--- src/rtl/pcseq_pkg.sv ---
package pcseq_pkg;

    localparam int FLAG_W = 3;

    typedef enum logic [3:0] {
        OP_STEP  = 4'd0,
        OP_SBR   = 4'd1,
        OP_LBR   = 4'd2,
        OP_XBR   = 4'd3,
        OP_SCALL = 4'd4,
        OP_LCALL = 4'd5,
        OP_IRQ   = 4'd6,
        OP_RET   = 4'd7,
        OP_RETI  = 4'd8,
        OP_SETSP = 4'd9
    } op_e;

    typedef enum logic {
        ST_RUN   = 1'b0,
        ST_FAULT = 1'b1
    } st_e;

    // vector used by the short call whose index is zero
    localparam logic [7:0] SCALL_ZERO_VEC = 8'h86;

endpackage

--- src/rtl/pcseq_target.sv ---
// Combinational target generation for every flow-change kind.
module pcseq_target #(
    parameter int PC_W  = 13,
    parameter int IRQ_N = 6
) (
    input  logic [PC_W-1:0] pc,
    input  logic [1:0]      ilen,
    input  logic [PC_W-1:0] tgt,
    input  logic            xbr_hi,
    input  logic [3:0]      sc_idx,
    input  logic [2:0]      irq_src,
    output logic [PC_W-1:0] seq_pc,
    output logic [PC_W-1:0] sbr_pc,
    output logic [PC_W-1:0] lbr_pc,
    output logic [PC_W-1:0] xbr_pc,
    output logic [PC_W-1:0] scall_pc,
    output logic [PC_W-1:0] lcall_pc,
    output logic [PC_W-1:0] irq_pc,
    output logic            irq_ok
);
    import pcseq_pkg::*;

    localparam int SBR_W   = 6;
    localparam int LBR_W   = PC_W - 1;
    localparam int LCALL_W = PC_W - 2;
    localparam logic [2:0] IRQ_LIM = 3'(IRQ_N);

    logic [PC_W-1:0] pc_inc1;
    logic [7:0]      sc_vec;
    logic [3:0]      irq_vec;

    always_comb begin
        pc_inc1  = pc + PC_W'(1);
        seq_pc   = pc + PC_W'(ilen);
        sbr_pc   = {pc_inc1[PC_W-1:SBR_W], tgt[SBR_W-1:0]};
        lbr_pc   = {pc[PC_W-1], tgt[LBR_W-1:0]};
        xbr_pc   = {xbr_hi, tgt[LBR_W-1:0]};
        lcall_pc = {2'b00, tgt[LCALL_W-1:0]};
        sc_vec   = (sc_idx == 4'd0) ? SCALL_ZERO_VEC : {1'b0, sc_idx, 3'b110};
        scall_pc = {{(PC_W-8){1'b0}}, sc_vec};
        irq_vec  = {irq_src + 3'd1, 1'b0};
        irq_pc   = {{(PC_W-4){1'b0}}, irq_vec};
        irq_ok   = (irq_src < IRQ_LIM);
    end

endmodule

--- src/rtl/pcseq_stack.sv ---
// Downward-growing return stack; level DEPTH is empty, level 0 is full.
module pcseq_stack #(
    parameter int DEPTH = 13,
    parameter int ENT_W = 16,
    parameter int SP_W  = $clog2(DEPTH + 1)
) (
    input  logic             clk,
    input  logic             rst_n,
    input  logic             push_en,
    input  logic             pop_en,
    input  logic             ld_en,
    input  logic [SP_W-1:0]  ld_val,
    input  logic [ENT_W-1:0] push_data,
    output logic [SP_W-1:0]  sp,
    output logic [ENT_W-1:0] top_data,
    output logic             full,
    output logic             empty
);
    localparam logic [SP_W-1:0] SP_EMPTY = SP_W'(DEPTH);

    logic [SP_W-1:0]  sp_q;
    logic [ENT_W-1:0] slot_arr [DEPTH];

    assign full  = (sp_q == '0);
    assign empty = (sp_q == SP_EMPTY);
    assign sp    = sp_q;

    for (genvar i = 0; i < DEPTH; i++) begin : g_level
        logic [ENT_W-1:0] slot_q;
        always_ff @(posedge clk or negedge rst_n) begin
            if (!rst_n) begin
                slot_q <= '0;
            end else if (push_en && !full && sp_q == SP_W'(i + 1)) begin
                slot_q <= push_data;
            end
        end
        assign slot_arr[i] = slot_q;
    end

    always_comb begin
        top_data = '0;
        for (int i = 0; i < DEPTH; i++) begin
            if (sp_q == SP_W'(i)) top_data = slot_arr[i];
        end
    end

    always_ff @(posedge clk or negedge rst_n) begin
        if (!rst_n) begin
            sp_q <= SP_EMPTY;
        end else if (push_en) begin
            if (!full) sp_q <= sp_q - SP_W'(1);
        end else if (pop_en) begin
            if (!empty) sp_q <= sp_q + SP_W'(1);
        end else if (ld_en && ld_val <= SP_EMPTY) begin
            sp_q <= ld_val;
        end
    end

endmodule

--- src/rtl/pcseq_top.sv ---
module pcseq_top #(
    parameter int PC_W  = 13,
    parameter int DEPTH = 13,
    parameter int IRQ_N = 6
) (
    input  logic                          clk,
    input  logic                          rst_n,
    input  logic                          op_valid,
    input  logic [3:0]                    op,
    input  logic [1:0]                    ilen,
    input  logic                          sf,
    input  logic [PC_W-1:0]               tgt,
    input  logic                          xbr_hi,
    input  logic [3:0]                    sc_idx,
    input  logic [2:0]                    irq_src,
    input  logic [2:0]                    flags_in,
    input  logic [$clog2(DEPTH+1)-1:0]    sp_val,
    output logic [PC_W-1:0]               pc,
    output logic [$clog2(DEPTH+1)-1:0]    sp,
    output logic [2:0]                    flags_out,
    output logic                          ie,
    output logic                          stk_err
);
    import pcseq_pkg::*;

    localparam int SP_W  = $clog2(DEPTH + 1);
    localparam int ENT_W = FLAG_W + PC_W;

    op_e opc;
    st_e state_q, state_nx;

    logic [PC_W-1:0]   pc_q, pc_nx;
    logic [FLAG_W-1:0] fl_q, fl_nx;
    logic              ie_q, ie_nx;

    logic [PC_W-1:0] seq_pc, sbr_pc, lbr_pc, xbr_pc, scall_pc, lcall_pc, irq_pc;
    logic            irq_ok;

    logic             want_push, want_pop, set_lvl, viol;
    logic [PC_W-1:0]  ret_addr;
    logic [ENT_W-1:0] push_data, top_data;
    logic             full, empty;

    assign opc = op_e'(op);

    pcseq_target #(.PC_W(PC_W), .IRQ_N(IRQ_N)) u_target (
        .pc       (pc_q),
        .ilen     (ilen),
        .tgt      (tgt),
        .xbr_hi   (xbr_hi),
        .sc_idx   (sc_idx),
        .irq_src  (irq_src),
        .seq_pc   (seq_pc),
        .sbr_pc   (sbr_pc),
        .lbr_pc   (lbr_pc),
        .xbr_pc   (xbr_pc),
        .scall_pc (scall_pc),
        .lcall_pc (lcall_pc),
        .irq_pc   (irq_pc),
        .irq_ok   (irq_ok)
    );

    // stack request decode
    always_comb begin
        want_push = op_valid && (opc == OP_SCALL || opc == OP_LCALL ||
                                 (opc == OP_IRQ && irq_ok));
        want_pop  = op_valid && (opc == OP_RET || opc == OP_RETI);
        set_lvl   = op_valid && (opc == OP_SETSP);
        ret_addr  = (opc == OP_IRQ) ? pc_q : seq_pc;
        push_data = {flags_in, ret_addr};
        viol      = (want_push && full) || (want_pop && empty);
    end

    pcseq_stack #(.DEPTH(DEPTH), .ENT_W(ENT_W), .SP_W(SP_W)) u_stack (
        .clk       (clk),
        .rst_n     (rst_n),
        .push_en   (want_push),
        .pop_en    (want_pop),
        .ld_en     (set_lvl),
        .ld_val    (sp_val),
        .push_data (push_data),
        .sp        (sp),
        .top_data  (top_data),
        .full      (full),
        .empty     (empty)
    );

    // state register
    always_ff @(posedge clk or negedge rst_n) begin
        if (!rst_n) state_q <= ST_RUN;
        else        state_q <= state_nx;
    end

    // transitions
    always_comb begin
        state_nx = state_q;
        unique case (state_q)
            ST_RUN:   if (viol) state_nx = ST_FAULT;
            ST_FAULT: state_nx = ST_FAULT;
            default:  state_nx = ST_RUN;
        endcase
    end

    // outputs
    always_comb begin
        stk_err   = (state_q == ST_FAULT);
        pc        = pc_q;
        flags_out = fl_q;
        ie        = ie_q;
    end

    // next program counter, flags and enable
    always_comb begin
        pc_nx = pc_q;
        fl_nx = fl_q;
        ie_nx = ie_q;
        if (op_valid) begin
            unique case (opc)
                OP_STEP:  pc_nx = seq_pc;
                OP_SBR:   pc_nx = sf ? sbr_pc : seq_pc;
                OP_LBR:   pc_nx = sf ? lbr_pc : seq_pc;
                OP_XBR:   pc_nx = sf ? xbr_pc : seq_pc;
                OP_SCALL: pc_nx = scall_pc;
                OP_LCALL: pc_nx = lcall_pc;
                OP_IRQ: begin
                    if (irq_ok) begin
                        pc_nx = irq_pc;
                        ie_nx = 1'b0;
                    end
                end
                OP_RET:   pc_nx = empty ? seq_pc : top_data[PC_W-1:0];
                OP_RETI: begin
                    if (empty) begin
                        pc_nx = seq_pc;
                    end else begin
                        pc_nx = top_data[PC_W-1:0];
                        fl_nx = top_data[ENT_W-1:PC_W];
                        ie_nx = 1'b1;
                    end
                end
                default: ;
            endcase
        end
    end

    always_ff @(posedge clk or negedge rst_n) begin
        if (!rst_n) begin
            pc_q <= '0;
            fl_q <= '0;
            ie_q <= 1'b0;
        end else begin
            pc_q <= pc_nx;
            fl_q <= fl_nx;
            ie_q <= ie_nx;
        end
    end

endmodule

--- config.mk ---
export PLATFORM = sky130hd
export DESIGN_NAME = pcseq_top
export DESIGN_NICKNAME = d
export VERILOG_FILES = /design/src/rtl/pcseq_pkg.sv /design/src/rtl/pcseq_target.sv /design/src/rtl/pcseq_stack.sv /design/src/rtl/pcseq_top.sv
export SDC_FILE = /design/constraint.sdc
export NUM_CORES = 1
export LEC_CHECK = 0
export ABC_AREA = 1
export BUFFER_PORTS_ARGS = -buffer_cell sky130_fd_sc_hd__buf_2
export CAP_MARGIN = 15
export CORE_MARGIN = 4
export CORE_UTILIZATION = 45
export DETAILED_ROUTE_END_ITERATION = 16
export SYNTH_ARGS = -nofsm -noshare
export SYNTH_HDL_FRONTEND = slang
export SYNTH_SLANG_ARGS = --single-unit
--- constraint.sdc ---
create_clock -name clk -period 4.2 [get_ports clk]
set_clock_uncertainty 0.1 [all_clocks]
set_input_delay 0.84 -clock clk [delete_from_list [all_inputs] [get_ports clk]]
set_output_delay 0.84 -clock clk [all_outputs]
set_load 0.005 [all_outputs]
==> results of run 1 <==
==> power by group through the flow <==
stage               sequential [uW]  combinational (uW)  clock [uW]
global placement               3290                2670           0
floorplan                      3200                1850           0
CTS                            3280                2720        2380
detailed placement             3310                2710           0
global route                   3360                3120        2460
finish                         3280                2700        2320
==> cell type report <==
class	instances	area share (%)
inverter	214	5.68
sequential	230	40.5
clock inverter	8	0.791
tap	378	3.32
multi-input combinational	1246	40.1
timing repair buffer	98	4.31
clock buffer	42	5.35
==> stage by stage <==
stage / worst slack [ps] / hold WS (ps) / util (%) / instances
detailed placement: 520 / 359 / 48.1 / 2165
finish: 525 / 239 / 51.2 / 2216
CTS: 501 / 264 / 51.2 / 2215
global route: 94.7 / 307 / 51.2 / 2216
global placement: 605 / 354 / 48.1 / 2165
floorplan: 1500 / 342 / - / 1782
==> worst paths after layout <==
kind                                               from                       endpoint  slack (ps)  cells past startpoint
min in group clk           u_stack.g_level[8].slot_q[1]   u_stack.g_level[8].slot_q[1]         370                      2
min reg2reg                u_stack.g_level[8].slot_q[1]   u_stack.g_level[8].slot_q[1]         370                      2
min                                               rst_n   u_stack.g_level[3].slot_q[1]         240                      1
max                                       u_stack.sp[0]  u_stack.g_level[4].slot_q[12]         520                     11
max reg2reg                               u_stack.sp[0]  u_stack.g_level[4].slot_q[12]         520                     11
max in group asynchronous                         rst_n  u_stack.g_level[9].slot_q[10]        2730                      2
==> kinds of logic after synthesis <==
| kind of cell | share of synthesized area, % |
|---|---|
| AOI/OAI and AO/OA | 13.7 |
| xor gates and xnor gates | 1.11 |
| adders and majority gates | 0.947 |
| buffers and inverters | 9.60 |
| DFF | 45.4 |
| and+or+nand+nor | 29.2 |
==> layer usage <==
layer	share of wire, %	vias up	GRT usage [%]
met5	0	-	0
met4	3.7	0	7.99
met3	4.4	78	2.54
met2	45	305	36.0
met1	47	5246	32.6
li1	-	5667	-
==> synthesized netlist by cell type (3+ instances only) <==
master | number | area (um2)
a2111oi_0 | 4 | 35.0
a21oi_1 | 53 | 265
a22oi_1 | 3 | 22.5
buf_1 | 5 | 18.8
buf_2 | 42 | 210
clkbuf_1 | 43 | 161
dfrtp_1 | 227 | 5680
dfstp_2 | 3 | 78.8
ha_1 | 8 | 100
inv_1 | 200 | 751
inv_2 | 11 | 41.3
nand2_1 | 646 | 2420
nand3_1 | 82 | 410
nand3b_1 | 9 | 67.6
nand4_1 | 16 | 100
nor2_1 | 95 | 357
nor2_2 | 7 | 43.8
nor2_4 | 6 | 67.6
nor3_1 | 7 | 35.0
o211ai_1 | 7 | 52.6
o21ai_0 | 213 | 1070
o21ai_1 | 24 | 120
o21ai_2 | 11 | 96.3
or2_1 | 6 | 37.5
or2_2 | 15 | 93.8
xor2_1 | 14 | 123
==> worst register-to-register path: cells and delay by family (launching register included) <==
family / cells / cell delay [ps]
AO/OA/AOI/OAI: 1 / 90
flip-flops: 1 / 580
AND/OR/NAND/NOR: 4 / 1000
adder cells (fa/ha/maj): 1 / 470
buffers and inverters: 5 / 1280
==> state kept, by name, indices dropped and copies added (netlist names) <==
register	flops
pc	13
stk_err	1
u_stack.g_level.slot_q	208
flags_out	3
u_stack.sp	4
ie	1
==> summary.txt, run 1 <==
Status
  • Status: completed

Global routing
  • Vias in the first global route: 10700
  • GRT Util Overall: 22.8%
  • Largest net degree at the start of global routing: 103
  • Remaining global-route overflow: 0
  • Initial antenna violation count: 0
  • First-pass GRT wire length: 57600 um

Placement
  • IO buf count: 58
  • Detail Placement HPWL: 24100 um
  • GPL Wtd Cong: 0.919
  • Post-place instance area: 13400 um2

STA
  • Worst slew pin tran: 1080 ps
  • Final Hold Viols: 0
  • Finish-stage setup viols: 0
  • Period Utilization, post-route: 87.5%
  • F_max: 272 MHz
  • Setup TNS: 0 ps
  • Crit path time final: 3680 ps
  • Slew headroom: 27.8%
  • Slew Viols, Final: 0
  • Unrepaired setup endpoints after global routing: no

Clock network
  • Clk sinks: 230
  • Clock-pin transition on the worst setup and hold timing paths: 60 ps
  • Clock latency at the later pin of the worst-skew pair: 540 ps
  • TritonCTS clock tree: done
  • CTS max path bufs: 3
  • Post-CTS Setup Repair Bufs: 0
  • H-tree depth: 1
  • Post-CTS Hold Buffers: 0
  • Clock Tree Root: clkbuf_16
  • TritonCTS Buffers: 27
  • Post-CTS Resized: 0

Power and ir drop
  • Clock power frac: 27.9%
  • Leak Pwr: 0.00727 uW
  • Max IR drop VDD: 0.000322 V
  • Pwr dens: 583 nW/um2
  • Sw power: 3130 uW
  • Internal: 5170 uW
  • Share of power burned in registers: 39.5%
  • Power, Total: 8300 uW
  • Comb power frac: 32.5%
  • Sw frac: 37.7%

Cells and area
  • Area Growth Syn to Fin: 12.3%
  • Ant diodes: 0
  • Fill cell count: 2839
  • Commonest cells after routing, fill and taps aside: nand2_1 (646), dfrtp_1 (227), o21ai_0 (208), inv_1 (200), nor2_1 (95)
  • Final nets: 1864
  • Design Area, Final: 14200 um2
  • Most common cell after layout, fill and taps aside: nand2_1
  • Layout cell share with drive strength beyond 1: 10.7%
  • Register area: 5760 um2
  • Area of the multi-input gates: 5710 um2

Setup path
  • Crit path DAT: 3950 ps
  • Worst EP required: 4480 ps
  • Critical-path top delay cell: dfstp_2
  • Worst path max stage delay: 580 ps
  • Startpoint types: register
  • CP endpoint kind: register
  • Critical path class: register to register
  • Worst path cell trace: inv_1, ha_1, inv_1, nor2_1, buf_4, nor2_1, inv_2, nor2_1, inv_1, nand2_1, o21ai_0
  • Crit-path max FO: 20
  • CP delay by family, top: buffers and inverters
  • Buf+Inv Stages, Crit Path: 5

Logic synthesis
  • Mapped Nets: 1829
  • Ys flop type: dfrtp_1
  • Asr flop ratio synth: 100%
  • Post-Synthesis Cells: 1782
  • Syn Area/Cell: 7.11 um2
  • Register area share after synthesis: 45.4%
  • Register bit total from synthesis: 230
  • Unique masters post-synth: 43
  • Ys Warns: 0
  • EDFF count, synth: 0
  • Cell area after synthesis: 12700 um2

Route
  • Via density per instance: 5.10
  • DR iter-0 viols: 916
  • Drt wl/cell: 15.6 um
  • Post-DRT Antenna Nets: 0
  • Detailed Routing Iterations Pass 1: 5
  • Post-Route WL: 34700 um
  • Vias: 11300
  • Residual DRC: 0

Floorplanning
  • Row cnt: 61
  • Initial core utilization: 45.6%
  • Die Y: 176 um
  • Die Span X: 176 um
  • Die area: 30900 um2
  • Core area: 27800 um2
  • # IOs: 60

Job
  • Max Cap Viol: 0

Worst hold path
  • Hold crit path type: input port to async pin
Power figures use the tool's default switching activity.
==> inputs of run 2 (changes only) <==
CTS_BUF_LIST = sky130_fd_sc_hd__clkbuf_16   (was unset)
==> summary.txt, run 2 (same netlist as run 1, synthesis figures left out) <==
Cells and area
  • Layout cell share with drive strength beyond 1: 10.6%
  • Area of the multi-input gates: 5710 um2
  • Most common cell after layout, fill and taps aside: nand2_1
  • Design Area, Final: 14200 um2
  • Ant diodes: 0
  • Max reg flops: 208
  • Final Non-Filler Cells: 2216
  • Commonest cells after routing, fill and taps aside: nand2_1 (646), dfrtp_1 (227), inv_1 (212), o21ai_0 (208), nor2_1 (95)
  • Final nets: 1864
  • Fill cell count: 2847
  • Largest register by flop count: u_stack.g_level.slot_q
  • Area Growth Syn to Fin: 12.0%
  • Register area: 5760 um2

Clock network
  • Clock latency at the later pin of the worst-skew pair: 540 ps
  • Post-CTS Resized: 0
  • Post-CTS Setup Repair Bufs: 0
  • H-tree depth: 1
  • TritonCTS clock tree: done
  • Clock-pin transition on the worst setup and hold timing paths: 60 ps
  • Post-CTS Hold Buffers: 0
  • TritonCTS Buffers: 27
  • Clk sinks: 230
  • Clock Tree Root: clkbuf_16
  • CTS max path bufs: 3

Setup path
  • Reg2reg path depth: 11
  • Critical path class: register to register
  • CP delay by family, top: buffers and inverters
  • Critical-path top delay cell: dfstp_2
  • Worst path max stage delay: 580 ps
  • WP depth: 11
  • Buf+Inv Stages, Crit Path: 5
  • Crit-path max FO: 20
  • Worst EP required: 4480 ps
  • Crit path DAT: 3950 ps
  • CP endpoint kind: register
  • Startpoint types: register
  • Worst path cell trace: inv_1, ha_1, inv_1, nor2_1, buf_4, nor2_1, inv_2, nor2_1, inv_1, nand2_1, o21ai_0

Route
  • DRT met1 WL: 16100 um
  • Via density per instance: 5.09
  • Residual DRC: 0
  • DR top layer: met4
  • Detailed Routing Iterations Pass 1: 7
  • Post-DRT Antenna Nets: 0
  • Met2 WL: 15600 um
  • Drt wl/cell: 15.6 um
  • DR WL met3: 1670 um
  • DR iter-0 viols: 918
  • Vias: 11300
  • Post-Route WL: 34600 um

STA
  • F_max: 272 MHz
  • Worst slew pin tran: 1080 ps
  • Unrepaired setup endpoints after global routing: no
  • Final Hold Viols: 0
  • Slew headroom: 27.8%
  • Finish-stage setup viols: 0
  • Setup TNS: 0 ps
  • Crit path time final: 3670 ps
  • Period Utilization, post-route: 87.5%
  • Slew Viols, Final: 0

Floorplanning
  • Die Span X: 176 um
  • # IOs: 60
  • Initial core utilization: 45.6%
  • Core area: 27800 um2
  • Die area: 30900 um2
  • Die Y: 176 um
  • Row cnt: 61

Global routing
  • Largest net degree at the start of global routing: 103
  • GRT Util Overall: 22.8%
  • Initial antenna violation count: 0
  • Vias in the first global route: 10700
  • First-pass GRT wire length: 57600 um
  • Remaining global-route overflow: 0

Power and ir drop
  • Leak Pwr: 0.00730 uW
  • Pwr dens: 578 nW/um2
  • Max IR drop VDD: 0.000321 V

Status
  • Status: completed

Placement
  • Inst Count DP: 2165
  • IO buf count: 58
  • Post-place instance area: 13400 um2
  • GPL Wtd Cong: 0.919
  • Detail Placement HPWL: 24100 um

Job
  • Max Cap Viol: 0

Worst hold path
  • Hold crit path type: input port to async pin
-- run 2: cell types whose count changed in the layout (fill, tap and decap cells not counted) --
| cell | previous run | this run |
|---|---|---|
| clkinv_1 | 1 | 4 |
| clkbuf_8 | 3 | 0 |
| clkbuf_1 | 12 | 0 |
| inv_1 | 200 | 212 |
-- run 2: path summary, 6_finish.rpt --
path / slack (ps) / endpoint / start
setup / recovery: 530 / u_stack.g_level[4].slot_q[12] / u_stack.sp[0]
hold / removal: 240 / u_stack.g_level[3].slot_q[1] / rst_n
setup reg to reg: 530 / u_stack.g_level[4].slot_q[12] / u_stack.sp[0]
hold reg to reg: 370 / u_stack.g_level[1].slot_q[1] / u_stack.g_level[1].slot_q[1]
max in group asynchronous: 2730 / u_stack.g_level[9].slot_q[10] / rst_n
min in group clk: 370 / u_stack.g_level[1].slot_q[1] / u_stack.g_level[1].slot_q[1]
-- run 2: area by class of cell --
| cell class | instances | share of cell area, % |
|---|---|---|
| flip-flops and latches | 230 | 40.5 |
| multi-input cells | 1246 | 40.2 |
| inverters | 214 | 5.69 |
| clock buffers | 27 | 4.76 |
| repair buffers | 98 | 4.32 |
| well taps | 378 | 3.33 |
| clock inverters | 23 | 1.19 |
-- run 2: power by group --
| part | total, uW | switching [uW] | internal, uW |
|---|---|---|---|
| sequential | 3280 | 375 | 2910 |
| clock | 2230 | 939 | 1290 |
| combinational | 2700 | 1810 | 888 |
-- run 2: per-layer routing --
| layer | global-route usage (%) | vias to the layer above |
|---|---|---|
| li1 | - | 5665 |
| met3 | 2.54 | 75 |
| met5 | 0 | - |
| met1 | 32.7 | 5218 |
| met4 | 7.99 | 0 |
| met2 | 36.0 | 323 |
-- run 2: through the flow --
stage	setup slack, ps	power, uW	util [%]	hold WS [ps]
after floorplan	1500	5050	-	342
after global placement	605	5960	48.1	354
after detailed placement	520	6020	48.1	359
after CTS	501	8290	51.1	264
after global routing	94.8	8860	51.1	307
final	525	8220	51.1	240
